--- config.mk ---
export PLATFORM = sky130hd
export DESIGN_NAME = intr_coalesce_ctrl
export DESIGN_NICKNAME = d
export VERILOG_FILES = /design/src/rtl/isc_pkg.sv /design/src/rtl/isc_cause_filter.sv /design/src/rtl/isc_status_regs.sv /design/src/rtl/isc_coalesce_fsm.sv /design/src/rtl/intr_coalesce_ctrl.sv
export SDC_FILE = /design/constraint.sdc
export NUM_CORES = 1
export LEC_CHECK = 0
export BUFFER_PORTS_ARGS = -buffer_cell sky130_fd_sc_hd__buf_2
export CAP_MARGIN = 20
export CORE_UTILIZATION = 34
export CTS_CLUSTER_DIAMETER = 40
export DETAILED_ROUTE_END_ITERATION = 8
export HOLD_SLACK_MARGIN = 0.15
export PLACE_DENSITY = 0.71
export SYNTH_ARGS = -nofsm -noshare
export SYNTH_HDL_FRONTEND = slang
export SYNTH_SLANG_ARGS = --single-unit
--- constraint.sdc ---
create_clock -name clk -period 3.18 [get_ports clk]
set_clock_uncertainty 0.2 [all_clocks]
set_input_delay 0.159 -clock clk [delete_from_list [all_inputs] [get_ports clk]]
set_output_delay 0.159 -clock clk [all_outputs]
set_load 0.02 [all_outputs]
--- src/rtl/isc_pkg.sv ---
package isc_pkg;

    typedef enum logic [1:0] {
        ST_IDLE  = 2'd0,
        ST_COUNT = 2'd1,
        ST_PEND  = 2'd2
    } isc_state_e;

    function automatic logic [31:0] bit_at(input int unsigned pos);
        logic [31:0] v;
        v = '0;
        v[pos] = 1'b1;
        return v;
    endfunction

endpackage

--- src/rtl/isc_cause_filter.sv ---
module isc_cause_filter #(
    parameter int unsigned DATA_W = 32,
    parameter logic [DATA_W-1:0] IMPL_MASK = '1
) (
    input  logic              post_valid_i,
    input  logic [DATA_W-1:0] post_bits_i,
    input  logic              clr_valid_i,
    input  logic [DATA_W-1:0] clr_bits_i,
    output logic [DATA_W-1:0] post_f_o,
    output logic [DATA_W-1:0] clr_f_o,
    output logic              post_ok_o,
    output logic              rsv_hit_o,
    output logic              unimpl_hit_o
);
    localparam int unsigned RSV_BIT = DATA_W - 1;

    logic rsv_post;
    logic rsv_clr;

    always_comb begin
        rsv_post     = post_valid_i && post_bits_i[RSV_BIT];
        rsv_clr      = clr_valid_i && clr_bits_i[RSV_BIT];
        rsv_hit_o    = rsv_post || rsv_clr;
        post_ok_o    = post_valid_i && !rsv_hit_o;
        post_f_o     = post_ok_o ? (post_bits_i & IMPL_MASK) : '0;
        clr_f_o      = (clr_valid_i && !rsv_hit_o) ? (clr_bits_i & IMPL_MASK) : '0;
        unimpl_hit_o = post_ok_o && (|(post_bits_i & ~IMPL_MASK));
    end
endmodule

--- src/rtl/isc_status_regs.sv ---
module isc_status_regs #(
    parameter int unsigned DATA_W = 32,
    parameter logic [DATA_W-1:0] IMPL_MASK  = '1,
    parameter logic [DATA_W-1:0] DEFER_MASK = '0
) (
    input  logic              clk,
    input  logic              rst_n,
    input  logic [DATA_W-1:0] post_f_i,
    input  logic [DATA_W-1:0] clr_f_i,
    input  logic              post_ok_i,
    input  logic              rsv_hit_i,
    input  logic              unimpl_hit_i,
    input  logic              mask_we_i,
    input  logic [DATA_W-1:0] mask_wdata_i,
    output logic [DATA_W-1:0] status_o,
    output logic [DATA_W-1:0] mask_o,
    output logic              rsv_err_o,
    output logic              unimpl_warn_o,
    output logic              trigger_o,
    output logic              imm_o
);
    logic [DATA_W-1:0] status_q;
    logic [DATA_W-1:0] mask_q;
    logic [DATA_W-1:0] status_d;
    logic [DATA_W-1:0] live;

    always_comb begin
        status_d  = (status_q | post_f_i) & ~clr_f_i;
        live      = status_d & mask_q;
        trigger_o = post_ok_i && (|live);
        imm_o     = |(live & ~DEFER_MASK);
    end

    always_ff @(posedge clk) begin
        if (!rst_n) begin
            status_q      <= '0;
            mask_q        <= '0;
            rsv_err_o     <= 1'b0;
            unimpl_warn_o <= 1'b0;
        end else begin
            status_q      <= status_d;
            rsv_err_o     <= rsv_hit_i;
            unimpl_warn_o <= unimpl_hit_i;
            if (mask_we_i) begin
                mask_q <= mask_wdata_i;
            end
        end
    end

    assign status_o = status_q;
    assign mask_o   = mask_q;

    assert_rsv_frozen_R1: assert property (@(posedge clk) disable iff (!rst_n)
        rsv_hit_i |=> (status_q == $past(status_q)));

    assert_only_impl_R2: assert property (@(posedge clk) disable iff (!rst_n)
        (status_q & ~IMPL_MASK) == '0);

    assert_mask_load_R4: assert property (@(posedge clk) disable iff (!rst_n)
        mask_we_i |=> (mask_q == $past(mask_wdata_i)));
endmodule

--- src/rtl/isc_coalesce_fsm.sv ---
module isc_coalesce_fsm
    import isc_pkg::*;
#(
    parameter int unsigned DELAY_W = 16
) (
    input  logic               clk,
    input  logic               rst_n,
    input  logic               trigger_i,
    input  logic               imm_i,
    input  logic               ack_i,
    input  logic [DELAY_W-1:0] delay_i,
    output logic               irq_o
);
    localparam logic [DELAY_W-1:0] CNT_ONE = DELAY_W'(1);

    isc_state_e         state_q;
    isc_state_e         state_d;
    logic [DELAY_W-1:0] cnt_q;
    logic [DELAY_W-1:0] cnt_d;
    logic               go_now;

    always_comb begin
        go_now  = imm_i || (delay_i == '0);
        state_d = state_q;
        cnt_d   = cnt_q;
        unique case (state_q)
            ST_IDLE: begin
                if (trigger_i) begin
                    if (go_now) begin
                        state_d = ST_PEND;
                    end else begin
                        state_d = ST_COUNT;
                        cnt_d   = delay_i;
                    end
                end
            end
            ST_COUNT: begin
                if ((trigger_i && imm_i) || (cnt_q == CNT_ONE)) begin
                    state_d = ST_PEND;
                    cnt_d   = '0;
                end else begin
                    cnt_d = cnt_q - CNT_ONE;
                end
            end
            ST_PEND: begin
                if (ack_i) begin
                    if (!trigger_i) begin
                        state_d = ST_IDLE;
                    end else if (!go_now) begin
                        state_d = ST_COUNT;
                        cnt_d   = delay_i;
                    end
                end
            end
            default: begin
                state_d = ST_IDLE;
                cnt_d   = '0;
            end
        endcase
    end

    always_ff @(posedge clk) begin
        if (!rst_n) begin
            state_q <= ST_IDLE;
            cnt_q   <= '0;
        end else begin
            state_q <= state_d;
            cnt_q   <= cnt_d;
        end
    end

    always_comb begin
        irq_o = (state_q == ST_PEND);
    end

    assert_imm_next_R6: assert property (@(posedge clk) disable iff (!rst_n)
        (trigger_i && imm_i) |=> irq_o);

    assert_count_live_R7: assert property (@(posedge clk) disable iff (!rst_n)
        (state_q == ST_COUNT) |-> (cnt_q != '0));

    assert_count_step_R7: assert property (@(posedge clk) disable iff (!rst_n)
        ((state_q == ST_COUNT) && !trigger_i && (cnt_q > CNT_ONE)) |=>
            ((state_q == ST_COUNT) && (cnt_q == $past(cnt_q) - CNT_ONE)));

    assert_hold_R9: assert property (@(posedge clk) disable iff (!rst_n)
        (irq_o && !ack_i) |=> irq_o);

    assert_ack_idle_R9: assert property (@(posedge clk) disable iff (!rst_n)
        (!irq_o && !trigger_i && (state_q == ST_IDLE)) |=> (state_q == ST_IDLE));
endmodule

--- src/rtl/intr_coalesce_ctrl.sv ---
module intr_coalesce_ctrl
    import isc_pkg::*;
#(
    parameter int unsigned DATA_W     = 32,
    parameter int unsigned DELAY_W    = 16,
    parameter int unsigned POS_RXOK   = 0,
    parameter int unsigned POS_RXDESC = 1,
    parameter int unsigned POS_TXDESC = 2,
    parameter int unsigned POS_TXOK   = 3,
    parameter int unsigned POS_SWI    = 4,
    parameter int unsigned POS_TXIDLE = 5,
    parameter int unsigned POS_RXORN  = 6,
    parameter int unsigned POS_RXIDLE = 7
) (
    input  logic               clk,
    input  logic               rst_n,
    input  logic               post_valid_i,
    input  logic [DATA_W-1:0]  post_bits_i,
    input  logic               clr_valid_i,
    input  logic [DATA_W-1:0]  clr_bits_i,
    input  logic               mask_we_i,
    input  logic [DATA_W-1:0]  mask_wdata_i,
    input  logic [DELAY_W-1:0] delay_cfg_i,
    input  logic               host_ack_i,
    output logic [DATA_W-1:0]  status_o,
    output logic [DATA_W-1:0]  mask_o,
    output logic               irq_o,
    output logic               rsv_err_o,
    output logic               unimpl_warn_o
);
    localparam logic [31:0] DEFER_W32 =
        bit_at(POS_RXOK) | bit_at(POS_RXDESC) | bit_at(POS_TXDESC) | bit_at(POS_TXOK);
    localparam logic [31:0] IMPL_W32 = DEFER_W32 |
        bit_at(POS_SWI) | bit_at(POS_TXIDLE) | bit_at(POS_RXORN) | bit_at(POS_RXIDLE);
    localparam logic [DATA_W-1:0] DEFER_MASK = DATA_W'(DEFER_W32);
    localparam logic [DATA_W-1:0] IMPL_MASK  = DATA_W'(IMPL_W32) & ~(DATA_W'(1) << (DATA_W - 1));

    logic [DATA_W-1:0] post_f;
    logic [DATA_W-1:0] clr_f;
    logic              post_ok;
    logic              rsv_hit;
    logic              unimpl_hit;
    logic              trigger;
    logic              imm;

    isc_cause_filter #(
        .DATA_W    (DATA_W),
        .IMPL_MASK (IMPL_MASK)
    ) u_filter (
        .post_valid_i (post_valid_i),
        .post_bits_i  (post_bits_i),
        .clr_valid_i  (clr_valid_i),
        .clr_bits_i   (clr_bits_i),
        .post_f_o     (post_f),
        .clr_f_o      (clr_f),
        .post_ok_o    (post_ok),
        .rsv_hit_o    (rsv_hit),
        .unimpl_hit_o (unimpl_hit)
    );

    isc_status_regs #(
        .DATA_W     (DATA_W),
        .IMPL_MASK  (IMPL_MASK),
        .DEFER_MASK (DEFER_MASK)
    ) u_regs (
        .clk           (clk),
        .rst_n         (rst_n),
        .post_f_i      (post_f),
        .clr_f_i       (clr_f),
        .post_ok_i     (post_ok),
        .rsv_hit_i     (rsv_hit),
        .unimpl_hit_i  (unimpl_hit),
        .mask_we_i     (mask_we_i),
        .mask_wdata_i  (mask_wdata_i),
        .status_o      (status_o),
        .mask_o        (mask_o),
        .rsv_err_o     (rsv_err_o),
        .unimpl_warn_o (unimpl_warn_o),
        .trigger_o     (trigger),
        .imm_o         (imm)
    );

    isc_coalesce_fsm #(
        .DELAY_W (DELAY_W)
    ) u_fsm (
        .clk       (clk),
        .rst_n     (rst_n),
        .trigger_i (trigger),
        .imm_i     (imm),
        .ack_i     (host_ack_i),
        .delay_i   (delay_cfg_i),
        .irq_o     (irq_o)
    );

    assert_strobe_once_R1: assert property (@(posedge clk) disable iff (!rst_n)
        !(rsv_err_o && unimpl_warn_o));
endmodule

# After elaboration in Yosys (flattened, before gate mapping)

Cells that the tools add are included.
Widths: inputs -> output; s select.

Add/subtract/negate cells: 1
Equality and inequality tests: 7
Muxes and demuxes: 14
Bitwise operators: 4
Reductions and logical operators: 17

Operator list:

| operator              | number |
|---|---|
| $and 32x32->32        | 2 |
| $mux 16               | 4 |
| $pmux 16 s3           | 1 |
| $not 8->32            | 1 |
| $or 32x8->32          | 1 |
| $reduce_or 32->1      | 1 |
| $reduce_or 28->1      | 1 |
| $reduce_or 24->1      | 1 |
| $eq 16x1->1 const B   | 1 |
| $logic_not 16->1      | 1 |
| $mux 8                | 2 |
| $sub 16x1->16 const B | 1 |
| $mux 2                | 6 |
| $logic_and 1x1->1     | 7 |
| $pmux 2 s3            | 1 |
| $ne 2x1->1 const B    | 2 |
| $reduce_and 4->1      | 1 |
| $logic_or 1x1->1      | 3 |
| $ne 3x3->1 const B    | 1 |
| $eq 2x1->1 const B    | 1 |
| $eq 2x2->1 const B    | 1 |
| $logic_not 2->1       | 1 |
| $ne 2x2->1 const B    | 1 |
| $logic_not 1->1       | 1 |

Register bits: 84
Input port bits: 118
Word-level logic and storage cells: 49

# Depth between registers and ports, before layout

Gate-level depths: netlist (run 1).

Depth after elaboration: 14
Depth in mapped cells: 10
Mapped depth without buffers: 8

# Hierarchy

From an unflattened synthesis (run 1), not the netlist that was laid out.

Cells, all modules: 480
Area total of the unflattened synthesis: 4365.4 µm²

By module, submodules not included:

| module           | times used | cells each | area each (µm²) | seq. area each (µm²) |
|---|---|---|---|---|
| isc_status_regs  | 1          | 255        | 2582.5          | 1321.3 |
| isc_coalesce_fsm | 1          | 147        | 1211.2          | 360.3 |
| isc_cause_filter | 1          | 78         | 571.8           | 0.0 |

# Least setup slack after synthesis (run 1)

No wires, ideal clock.

Path type: register -> register
From: reg u_fsm.cnt_q[12]
To: reg u_fsm.cnt_q[1]
Library setup time: 0.140 ns
Data arrival time: 1.934 ns
Data required time: 2.840 ns
Slack: 0.906 ns
Cell stages (with the launch flop): 9
Clock period less this slack: 2.274 ns
Cell sequence: dfxtp_1 or3_1 or3_1 nor3_1 nor3_1 o21a_1 buf_2 a221oi_1 a211oi_2

Word-level cells in the longest chain between the ends: 4

RTL lines:

| element                | RTL line               | source |
|---|---|---|
| from (decl)            | isc_coalesce_fsm.sv:18 | `logic [DELAY_W-1:0] cnt_q;` |
| from (signal assigned) | isc_coalesce_fsm.sv:68 | `cnt_q <= cnt_d;` |
| $eq 16x1->1            | isc_coalesce_fsm.sv:38 | `if ((trigger_i && imm_i) \|\| (cnt_q == CNT_ONE)) begin` |
| $logic_or 1x1->1       | isc_coalesce_fsm.sv:38 |  |
| $mux 16                | isc_coalesce_fsm.sv:38 |  |
| $pmux 16 s3            | isc_coalesce_fsm.sv:26 | `unique case (state_q)` |

No other way between the ends.
A chain may end at the register's enable or synchronous reset.

# Worst setup path in the final report (run 1)

From: reg u_fsm.cnt_q[12]
To: reg u_fsm.cnt_q[9]

Same word-level chain as after synthesis.

==> results of run 1 <==
[cells by family (layout without fill, tap and decap cells)]
logic type / count (synthesis) / in the layout / synth area share [%]
buffers and inverters: 55 / 247 / 10.4
other: 1 / 24 / 0.121
AND/OR/NAND/NOR: 122 / 122 / 19.5
multiplexers: 34 / 34 / 11.0
AO/OA/AOI/OAI: 73 / 73 / 19.0
adder cells (fa/ha/maj): 2 / 2 / 0.810
flip-flops: 60 / 60 / 38.9
XOR/XNOR: 1 / 1 / 0.284
[through the flow]
| step | setup slack, ns | hold WS, ns | cells |
|---|---|---|---|
| 2_1_floorplan | 0.906 | 0.106 | 371 |
| 3_3_place_gp | 0.408 | 0.195 | 577 |
| 3_5_place_dp | 0.354 | 0.204 | 577 |
| 4_1_cts | 0.0185 | 0.285 | 671 |
| 5_1_grt | 0.0147 | 0.303 | 671 |
| 6_report | 0.228 | 0.282 | 671 |
[cells in the mapped netlist (all sizes together) (4+ instances only)]
library cell	n	area [µm²]
dfxtp	60	1200
nor2	42	158
buf	34	243
mux2i	34	340
nand2	22	82.6
a21oi	19	95.1
o32ai	13	159
clkbuf	12	45.0
a22oi	11	82.6
nor4	11	68.8
or3	9	56.3
inv	8	30.0
or4	7	52.6
a31o	6	52.6
and3	6	37.5
a31oi	5	31.3
nand3	5	25.0
nor3	5	25.0
and2	4	25.0
nand2b	4	25.0
[area by class of cell]
class | count | area, µm² | share of cell area, %
clock buffers | 9 | 124 | 2.60
multi-input cells | 256 | 1660 | 34.8
flip-flops and latches | 60 | 1200 | 25.2
inverters | 9 | 33.8 | 0.710
well taps | 108 | 135 | 2.84
clock inverters | 7 | 91.3 | 1.92
repair buffers | 222 | 1520 | 31.9
[per-layer routing]
metal  part of all wire, %  vias to the layer above  GRT usage, %
met5                     0                        -             0
met4                   2.0                        0          9.16
met3                   7.8                       17          4.68
met2                    50                      150          34.6
met1                    41                     1570          22.8
li1                      -                     1645             -
[worst max-delay path, delay by kind of cell (launching register included)]
family	cells	cell delay, ns
AO/OA/AOI/OAI	3	0.62
buffers and inverters	1	0.56
AND/OR/NAND/NOR	4	1.09
flip-flops	1	0.35
[worst max path at each step]
| stage | startpoint | to | slack (ns) | depth (start not counted) |
|---|---|---|---|---|
| floorplan | u_fsm.cnt_q[12] | u_fsm.cnt_q[1] | 0.91 | 8 |
| detailed placement | post_valid_i | u_fsm.cnt_q[6] | 0.35 | 9 |
| CTS | u_fsm.cnt_q[12] | u_fsm.cnt_q[9] | 0.02 | 8 |
| global placement | post_valid_i | u_fsm.cnt_q[13] | 0.41 | 9 |
| finish | u_fsm.cnt_q[12] | u_fsm.cnt_q[9] | 0.23 | 8 |
| global route | u_fsm.cnt_q[12] | u_fsm.cnt_q[7] | 0.01 | 8 |
[flip-flops by register name, summed over array words and instances, names as in the netlist]
signal                flops
u_fsm.cnt_q              16
u_regs.rsv_err_o          1
u_regs.status_o           8
u_fsm.state_q             2
u_regs.unimpl_warn_o      1
u_regs.mask_o            32
[timing repair]
| item | CTS | global route |
|---|---|---|
| resized for setup | 0 | 2 |
| hold buffers | 78 | 0 |
| endpoints found under the hold margin | 60 | 0 |
| endpoints found under the setup margin | 0 | 6 |
[power by group]
part / total (mW) / switching, mW / internal, mW
Sequential: 0.810 / 0.0234 / 0.787
Combinational: 0.432 / 0.229 / 0.203
Clock: 0.745 / 0.308 / 0.438
==> results by group, run 1 <==
Detailed routing
  • Iter 0 DRT Violations: between 90 and 100
  • Vias: 3382
  • Wire per inst: 14.0 µm
  • DRC: 0
  • Via density: around 5.0
  • Antenna Nets Post-Route: 0
  • First drt pass iteration count: 4
  • Final WL: 9390 µm

Layout
  • # diodes: 0
  • Finished Cell Area: about 0.0048 mm²
  • Layout fillers: 770
  • Fin util: 54.3%
  • Most common cell after layout, fill and taps aside: buf_2
  • Most frequent cells in the layout: buf_2 (137), dlygate4sd3_1 (78), dfxtp_1 (60)
  • Area growth from synthesis to layout: 54.1%
  • Share of cells above drive strength 1: 30.9%
  • Nets: approximately 680

STA
  • Fin crit period: 2.95 ns
  • Setup TNS: 0 ns
  • Fin crit share: between 90% and 100%
  • RSZ-0062 raised after global routing: no
  • Fmax: between 300 and 400 MHz
  • Rel. slew slack: 38.6%
  • Final Hold Viols: 0
  • Max-slew violation count: 0
  • Final setup violating endpoints: 0
  • Slew @ Worst Pin: 0.922 ns

Clock network
  • CTS Buffer Depth: 2
  • Clock Latency Late Sink: about 0.34 ns
  • Post-CTS setup buffer count: 0
  • Worst-path clk slew: 0.07 ns
  • H-tree Lvls: 3
  • CTS sink count: 60
  • TritonCTS buffer count: 9
  • CTS tree: done
  • Root Driver: clkbuf_8

Power and ir drop
  • P_leak: 2.36 nW
  • Peak supply drop: 0.224 mV
  • Cell area power density: ~420 mW/mm²
  • Power, Total: 1.99 mW

Synthesis
  • Synth Instances: about 350
  • Unique cell type count in the Yosys netlist: 48
  • Mapped cell area: roughly 0.003 mm²
  • Post-synth EDFFs: 0
  • Synth warn: 0
  • Ys async rst share: 0%
  • Syn avg cell area: between 8 and 9 µm²
  • Share of synthesized area occupied by flip-flops and latches: between 30% and 40%
  • Synth Flop Type: dfxtp_1
  • #FFs+latches synth: 60

Setup path
  • CP Capture Type: register
  • FF-to-FF setup slack: ~0.23 ns
  • Worst R2R Path Depth: 8
  • Crit Path Category: register to register
  • CP cell instances: or3_1, or3_1, nor3_1, nor3_1, o21a_2, a22oi_1, o32ai_1, dlygate4sd3_1
  • Crit-path slowest cell: dlygate4sd3_1
  • Critical Path RT: about 3.2 ns
  • Slowest cell delay on critical path: between 0.5 and 0.6 ns
  • R2R Path End: u_fsm.cnt_q[9]
  • Worst r2r src: u_fsm.cnt_q[12]
  • WP data arrival: 2.98 ns
  • Startpoint types: register
  • Worst-path fanout max: 28

GRT
  • Initial antenna violation count: 0
  • Grt total ovfl: 0
  • Pin count of the biggest net entering global routing: 33
  • Tot GR Track Use: a little under 20%
  • Vias in the first global route: 3291
  • First-pass GRT wire length: 15200 µm

Floorplanning
  • Die width: approximately 100 µm
  • Initial Utilization: a little over a third
  • Die height: between 90 and 100 µm
  • Die Footprint: between 0.009 and 0.01 mm²
  • Cell row count: 34
  • Core box area: 0.00876 mm²
  • # IOs: around 190

Run status
  • Status: finished clean

Placed design
  • Port Buffers: 137
  • DP HPWL: around 6000 µm
  • Area of placed instances: around 0.0038 mm²
  • GP Congestion: about 0.83

Worst hold path
  • Cells on Worst Hold Path: 2
  • Hold_sp: u_fsm.cnt_q[15]
  • HP Class: register to register
  • WHS Endpoint: u_fsm.cnt_q[15]

Flow run
  • Max-cap violations: 0
Power figures use the tool's default switching activity.
==> run 2, diff against run 1 <==
--- a/config.mk
+++ b/config.mk
@@ -8,6 +8,7 @@
 export BUFFER_PORTS_ARGS = -buffer_cell sky130_fd_sc_hd__buf_2
 export CAP_MARGIN = 20
 export CORE_UTILIZATION = 34
+export CTS_BUF_LIST = sky130_fd_sc_hd__clkbuf_2
 export CTS_CLUSTER_DIAMETER = 40
 export DETAILED_ROUTE_END_ITERATION = 8
 export HOLD_SLACK_MARGIN = 0.15
==> results by group, run 2 (synthesis gave the netlist of run 1 again) <==
Layout
  • Layout fillers: 737 (was 770)
  • Reg area: 0.00120 mm² (unchanged)
  • Max reg flops: 32 (unchanged)
  • Multi-input logic area: 0.00166 mm² (about the same)
  • Area growth from synthesis to layout: 61.1% (was 54.1%)
  • Nets: 707 (was 678)
  • # diodes: 0 (unchanged)
  • Most frequent cells in the layout: buf_2 (137), dlygate4sd3_1 (106), dfxtp_1 (60) (was buf_2 (137), dlygate4sd3_1 (78), dfxtp_1 (60))
  • Finished Layout Cells: 700 (was 671)
  • Fin util: 56.8% (was 54.3%)
  • Most common cell after layout, fill and taps aside: buf_2 (unchanged)
  • Share of cells above drive strength 1: 29.7% (was 30.9%)

Detailed routing
  • Wire per inst: 14.6 µm (was 14.0 µm)
  • Final WL: 10200 µm (was 9390 µm)
  • First drt pass iteration count: 4 (unchanged)
  • Antenna Nets Post-Route: 0 (unchanged)
  • Via density: 5.01 (was 5.04)
  • Iter 0 DRT Violations: 132 (was 93)
  • DRC: 0 (unchanged)
  • Vias: 3509 (was 3382)

Flow run
  • Max-cap violations: 0 (unchanged)

Worst hold path
  • HP Class: input pin to register (was register to register)

GRT
  • Vias in the first global route: 3503 (was 3291)
  • Grt total ovfl: 0 (unchanged)
  • Pin count of the biggest net entering global routing: 33 (unchanged)
  • First-pass GRT wire length: 16400 µm (was 15200 µm)
  • Initial antenna violation count: 0 (unchanged)
  • Tot GR Track Use: 21.5% (was 19.8%)

Placed design
  • Cells after DPL: 577 (unchanged)
  • Port Buffers: 137 (unchanged)
  • Place WS: 0.354 ns (unchanged)
  • DP HPWL: 5980 µm (unchanged)
  • GP Congestion: 0.829 (unchanged)

STA
  • Fmax: 331 MHz (was 339 MHz)
  • Slew @ Worst Pin: 0.938 ns (was 0.922 ns)
  • Post-route setup slack: 0.157 ns (was 0.228 ns)
  • Final Hold Viols: 0 (unchanged)
  • Final setup violating endpoints: 0 (unchanged)
  • Fin crit period: 3.02 ns (was 2.95 ns)
  • Rel. slew slack: 37.5% (was 38.6%)
  • RSZ-0062 raised after global routing: no (unchanged)
  • Fin crit share: 95.1% (was 92.8%)
  • Setup TNS: 0 ns (unchanged)
  • Max-slew violation count: 0 (unchanged)

Setup path
  • Crit Path Category: input pin to register (was register to register)
  • Critical Path RT: 3.41 ns (was 3.21 ns)
  • WP data arrival: 3.25 ns (was 2.98 ns)
  • Startpoint types: input pin (was register)
  • CP Capture Type: register (unchanged)
  • Worst-path fanout max: 11 (was 28)

Floorplanning
  • # IOs: 185 (unchanged)
  • Core box area: 0.00876 mm² (unchanged)
  • Die Footprint: 0.00947 mm² (unchanged)
  • Die width: 97.3 µm (unchanged)
  • Cell row count: 34 (unchanged)
  • Die height: 97.3 µm (unchanged)
  • Initial Utilization: 35.3% (unchanged)

Run status
  • Status: finished clean (unchanged)

Clock network
  • H-tree Lvls: 3 (unchanged)
  • CTS tree: done (unchanged)
  • Worst-path clk slew: 0.18 ns (was 0.07 ns)
  • CTS Buffer Depth: 2 (unchanged)
  • Root Driver: clkbuf_2 (was clkbuf_8)
  • Clock Latency Late Sink: 0.48 ns (was 0.34 ns)
  • TritonCTS buffer count: 9 (unchanged)
  • CTS sink count: 60 (unchanged)

Power and ir drop
  • Peak supply drop: 0.193 mV (was 0.224 mV)
  • Cell area power density: 369 mW/mm² (was 418 mW/mm²)
  • P_leak: 2.43 nW (was 2.36 nW)
run 2: layout make-up:
type                    count  area share (%)
multi-input cells         256            33.4
repair buffers            251            36.3
clock inverters             7            1.84
flip-flops and latches     60            24.1
well taps                 108            2.71
clock buffers               9           0.905
inverters                   9           0.679
run 2: worst paths after layout:
kind	endpoint	slack [ns]	from	cells after the start
worst min-delay path	u_regs.mask_o[4]	0.22	mask_we_i	3
worst max register to register	u_fsm.state_q[1]	0.27	u_regs.status_o[5]	8
worst max-delay path	u_fsm.cnt_q[5]	0.16	post_valid_i	11
worst min register to register	u_fsm.cnt_q[15]	0.29	u_fsm.cnt_q[15]	2
run 2: per-layer routing:
metal	up-vias	part of all wire [%]	track usage, %
met5	-	0	0
li1	1705	-	-
met1	1644	41	24.7
met3	23	6.2	4.39
met2	137	50	38.0
met4	0	2.4	10.3
run 2: metrics by stage:
stage	power, mW	instance area, µm²	hold WS, ns
2_1_floorplan	1.08	3180	0.106
3_3_place_gp	1.18	3760	0.195
3_5_place_dp	1.18	3760	0.204
4_1_cts	1.84	4960	0.150
5_1_grt	1.94	4980	0.187
6_report	1.84	4980	0.215
run 2: timing repair:
action / 4_1_cts / 5_1_grt
setup buffers: 0 / 1
hold buffers: 106 / 0
resized for setup: 0 / 4
endpoints found under the setup margin: 0 / 8
hold endpoints to repair: 60 / 0
run 2: where the power goes:
part	leakage [nW]	switching, mW	internal, mW
combinational	1.86	0.240	0.234
sequential	0.491	0.0244	0.788
clock	0.0816	0.292	0.257
total	2.43	0.557	1.28
run 2: critical path: stages:
cell and delay (ns):
buf_2 0.08, dlygate4sd3_1 0.56, nand2_2 0.12, and2_1 0.22
a21oi_1 0.25, a221oi_2 0.11, buf_4 0.15, o41a_2 0.51
buf_4 0.22, o32ai_1 0.27, dlygate4sd3_1 0.59
==> run 3, diff against run 2 <==
--- a/config.mk
+++ b/config.mk
@@ -12,7 +12,8 @@
 export CTS_CLUSTER_DIAMETER = 40
 export DETAILED_ROUTE_END_ITERATION = 8
 export HOLD_SLACK_MARGIN = 0.15
-export PLACE_DENSITY = 0.71
+export PLACE_DENSITY = 0.66
 export SYNTH_ARGS = -nofsm -noshare
 export SYNTH_HDL_FRONTEND = slang
+export SYNTH_HIERARCHICAL = 1
 export SYNTH_SLANG_ARGS = --single-unit
==> results by group, run 3 <==
Run status
  • Status: did not finish (was finished clean)
  • Stage reached: clock tree synthesis (4_1_cts)
  • Tool error: [ERROR RSZ-0060] Max buffer count reached.

Clock network
  • CTS Buffer Depth: 2 (unchanged)
  • Cts hold-fix bufs: 166 (was 106)
  • TritonCTS buffer count: 9 (unchanged)
  • CTS sink count: 84 (was 60)
  • Root Driver: clkbuf_2 (unchanged)
  • H-tree Lvls: 3 (unchanged)
  • PostCTS Resize Cnt: 0 (unchanged)
  • Post-CTS setup buffer count: 0 (unchanged)

Synthesis
  • Mapped cell area: 0.00437 mm² (was 0.00309 mm²)
  • Syn avg cell area: 9.09 µm² (was 8.88 µm²)
  • Yosys top cell area share: 38.5% (was 38.9%)
  • Synth warn: 6 (was 0)
  • Unique cell type count in the Yosys netlist: 60 (was 48)
  • Most frequent cells after synthesis: dfxtp_1 (84), buf_4 (48), nor2_1 (44) (was dfxtp_1 (60), nor2_1 (42), mux2i_1 (34))
  • Post-synth EDFFs: 0 (unchanged)
  • Share of synthesized area occupied by flip-flops and latches: 38.5% (was 38.9%)
  • Synth area leader: dfxtp_1 (unchanged)
  • Synth Flop Type: dfxtp_1 (unchanged)
  • Synth Instances: 480 (was 348)
  • Ys async rst share: 0% (unchanged)
  • #FFs+latches synth: 84 (was 60)
  • Largest cells by area after synthesis: dfxtp_1 (39%), buf_4 (8.3%), mux2i_1 (8.0%), nor3b_1 (5.8%), nor2b_1 (4.9%) (was dfxtp_1 (39%), mux2i_1 (11%), buf_4 (6.3%), nor2_1 (5.1%), o32ai_2 (3.2%))
  • Top-count cell post-synth: dfxtp_1 (unchanged)

Placed design
  • DP HPWL: 9000 µm (was 5980 µm)
  • GP Congestion: 0.882 (was 0.829)
  • Port Buffers: 161 (was 137)

Floorplanning
  • Die height: 115 µm (was 97.3 µm)
  • Die width: 115 µm (was 97.3 µm)
  • Cell row count: 41 (was 34)
  • Initial Utilization: 34.7% (was 35.3%)
  • # IOs: 185 (unchanged)
[run 3: cell count changes after synthesis, moves of 6 or more]
cell / change
nor2b_1: +32
a21oi_1: -10
and2_1: +10
or4_1: -6
nand2_1: -7
dfxtp_1: +24
or3_1: -7
and3_2: +7
o32ai_2: -6
inv_1: +7
buf_4: +22
nor3b_1: +34
[run 3: per-stage QoR]
step / setup TNS, ns / util [%] / setup WS (ns) / instance area [µm²] / cells
2_1_floorplan: 0 / - / 0.416 / 4540 / 527
3_3_place_gp: -0.0879 / 41.6 / -0.0281 / 5230 / 810
3_5_place_dp: -0.798 / 41.6 / -0.118 / 5230 / 810
[run 3: cells by family after synthesis]
| kind of cell | count (synthesis) | share of synthesized area (%) |
|---|---|---|
| fa+ha+maj | 2 | 0.573 |
| simple gates | 208 | 28.3 |
| flops | 84 | 38.5 |
| compound gates | 65 | 12.0 |
| other cells | 1 | 0.0859 |
| xor+xnor | 3 | 0.602 |
| mux | 35 | 8.03 |
| buf+inv | 82 | 11.9 |
==> run 4, diff against run 3 <==
--- a/config.mk
+++ b/config.mk
@@ -7,12 +7,9 @@
 export LEC_CHECK = 0
 export BUFFER_PORTS_ARGS = -buffer_cell sky130_fd_sc_hd__buf_2
 export CAP_MARGIN = 20
-export CORE_UTILIZATION = 34
-export CTS_BUF_LIST = sky130_fd_sc_hd__clkbuf_2
-export CTS_CLUSTER_DIAMETER = 40
+export CORE_UTILIZATION = 20
 export DETAILED_ROUTE_END_ITERATION = 8
-export HOLD_SLACK_MARGIN = 0.15
-export PLACE_DENSITY = 0.66
+export PLACE_DENSITY_LB_ADDON = 0.15
 export SYNTH_ARGS = -nofsm -noshare
 export SYNTH_HDL_FRONTEND = slang
 export SYNTH_HIERARCHICAL = 1
==> results by group, run 4 <==
Run status
  • Status: finished clean (was did not finish)

Detailed routing
  • Final WL: 13500 µm
  • First drt pass iteration count: 4
  • Wire per inst: ~14 µm
  • Iter 0 DRT Violations: around 190
  • Via density: about 4.1
  • Antenna Nets Post-Route: 0
  • DRC: 0
  • Vias: around 4000

Layout
  • Finished Layout Cells: 976
  • Nets: 816
  • # diodes: 0
  • Finished Cell Area: around 0.006 mm²
  • Most common cell after layout, fill and taps aside: buf_2
  • Share of cells above drive strength 1: 31.1%
  • Area growth from synthesis to layout: 41.1%
  • Reg area: roughly 0.0017 mm²
  • Layout fillers: about 2300
  • Fin util: around 29%
  • Most frequent cells in the layout: buf_2 (161), dfxtp_1 (84), conb_1 (48)
  • Multi-input logic area: between 0.002 and 0.0025 mm²

STA
  • RSZ-0062 raised after global routing: no
  • Max-slew violation count: 0
  • Setup TNS: 0 ns
  • Fin crit share: 92.9%
  • Final setup violating endpoints: 0
  • Final Hold Viols: 0
  • Slew @ Worst Pin: around 1.0 ns
  • Rel. slew slack: between 30% and 40%
  • Fmax: about 340 MHz
  • Fin crit period: 2.95 ns

Clock network
  • Worst-path clk slew: around 0.07 ns
  • CTS Buffer Depth: 2 (unchanged)
  • Root Driver: clkbuf_16 (was clkbuf_2)
  • H-tree Lvls: 3 (unchanged)
  • CTS sink count: 84 (unchanged)
  • TritonCTS buffer count: 9 (unchanged)
  • CTS tree: done
  • Clock Latency Late Sink: approximately 0.35 ns

GRT
  • First-pass GRT wire length: slightly above 20000 µm
  • Tot GR Track Use: between 10% and 20%
  • Grt total ovfl: 0
  • Initial antenna violation count: 0
  • Vias in the first global route: between 3000 and 4000
  • Pin count of the biggest net entering global routing: 65

Setup path
  • Slowest cell delay on critical path: around 0.54 ns
  • CP Capture Type: register
  • Crit-path slowest cell: dlygate4sd3_1
  • Buffers & Inverters on Critical Path: 4
  • Startpoint types: input pin
  • Most used cell, CP: buf_4
  • Worst-path fanout max: 5
  • WP data arrival: 2.98 ns
  • Critical path's top delay family: buffers and inverters
  • Crit Path Category: input pin to register
  • Critical Path RT: approximately 3.2 ns
  • CP cell instances: dlygate4sd3_1, buf_2, and3_1, nor3b_1, a2111oi_1, and4_1, nand3_1, a41oi_2, buf_4, nand3_2, buf_4, mux2i_1, o22ai_1
  • FF-to-FF setup slack: ~0.33 ns

Flow run
  • Max-cap violations: 0

Floorplanning
  • Die width: 150 µm (was 115 µm)
  • Cell row count: 53 (was 41)
  • Initial Utilization: 20.6% (was 34.7%)
  • # IOs: 185 (unchanged)
  • Core box area: 0.0212 mm²
  • Die Footprint: ~0.022 mm²
  • Die height: 150 µm (was 115 µm)

Synthesis
  • Yosys top cell area share: 38.5% (unchanged)
  • Post-synth EDFFs: 0 (unchanged)
  • Share of synthesized area occupied by flip-flops and latches: 38.5% (unchanged)
  • Unique cell type count in the Yosys netlist: 60 (unchanged)
  • Mapped cell area: 0.00437 mm² (unchanged)
  • Synth warn: 6 (unchanged)
  • Ys async rst share: 0% (unchanged)
  • Largest cells by area after synthesis: dfxtp_1 (39%), buf_4 (8.3%), mux2i_1 (8.0%), nor3b_1 (5.8%), nor2b_1 (4.9%) (unchanged)
  • Top-count cell post-synth: dfxtp_1 (unchanged)
  • Most frequent cells after synthesis: dfxtp_1 (84), buf_4 (48), nor2_1 (44) (unchanged)
  • Syn avg cell area: 9.09 µm² (unchanged)
  • #FFs+latches synth: 84 (unchanged)
  • Synth Instances: 480 (unchanged)
  • Synth area leader: dfxtp_1 (unchanged)
  • Synth Flop Type: dfxtp_1 (unchanged)

Placed design
  • Area of placed instances: 0.00536 mm² (was 0.00523 mm²)
  • DP HPWL: 10200 µm (was 9000 µm)
  • Port Buffers: 161 (unchanged)
  • GP Congestion: 0.801 (was 0.882)
  • Cells after DPL: 913 (was 810)

Power and ir drop
  • Power, Total: a little over 3 mW
  • P_leak: approximately 2.9 nW
  • Cell area power density: just under 500 mW/mm²
  • Peak supply drop: around 0.23 mV

Worst hold path
  • HP Class: input pin to register
-- run 4: report_power, final --
part           total [mW]  switching (mW)  internal (mW)
combinational       0.731           0.390          0.341
clock                1.10           0.471          0.633
sequential           1.19          0.0656           1.12
total                3.02           0.926           2.10
-- run 4: cell families (layout without fill, tap and decap cells) --
| kind of cell | count (synthesis) | count (layout) | synth area share [%] |
|---|---|---|---|
| other | 1 | 48 | 0.0859 |
| buffers and inverters | 82 | 256 | 11.9 |
| DFF | 84 | 84 | 38.5 |
| AOI/OAI and AO/OA | 65 | 65 | 12.0 |
| muxes | 35 | 35 | 8.03 |
| adders and majority gates | 2 | 2 | 0.573 |
| xor gates and xnor gates | 3 | 3 | 0.602 |
| and+or+nand+nor | 208 | 208 | 28.3 |
-- run 4: final cells by class --
class                      count  area share [%]
sequential                    84            27.3
timing repair buffer         223            22.8
multi-input combinational    361            38.4
tap                          275            5.59
inverter                      17            1.04
clock buffer                  11            3.94
clock inverter                 5           0.955
-- run 4: tightest hold or removal path: stages --
cell,delay (ns)
buf_2,0.09
o21a_1,0.12
o221a_2,0.17
-- run 4: path summary, 6_finish.rpt --
check,start,endpoint,depth (start not counted)
worst min-delay path,delay_cfg_i[5],u_fsm/cnt_q[5],3
worst min register to register,u_fsm/cnt_q[6],u_fsm/cnt_q[6],2
worst max register to register,u_regs/status_o[19],u_fsm/cnt_q[0],11
worst max-delay path,clr_bits_i[4],u_fsm/cnt_q[0],13
-- run 4: routing by layer --
layer / GRT usage [%] / part of all wire [%]
met3: 4.63 / 7.2
met5: 0 / 0
met2: 19.4 / 47
met4: 3.18 / 0.86
met1: 14.9 / 45
-- run 4: per-stage QoR --
step | worst slack (ns) | hold WS [ns]
after floorplan | 0.416 | 0.0979
after CTS | 0.0641 | 0.00120
final | 0.226 | 0.0108
after detailed placement | -0.213 | 0.227
after global routing | 0.0633 | 0.0256
after global placement | -0.0558 | 0.214
-- run 4: timing repair --
item,CTS,global route
setup buffers,0,0
setup endpoints to repair,0,8
resized for setup,0,7
hold buffers,47,0
hold endpoints to repair,47,0
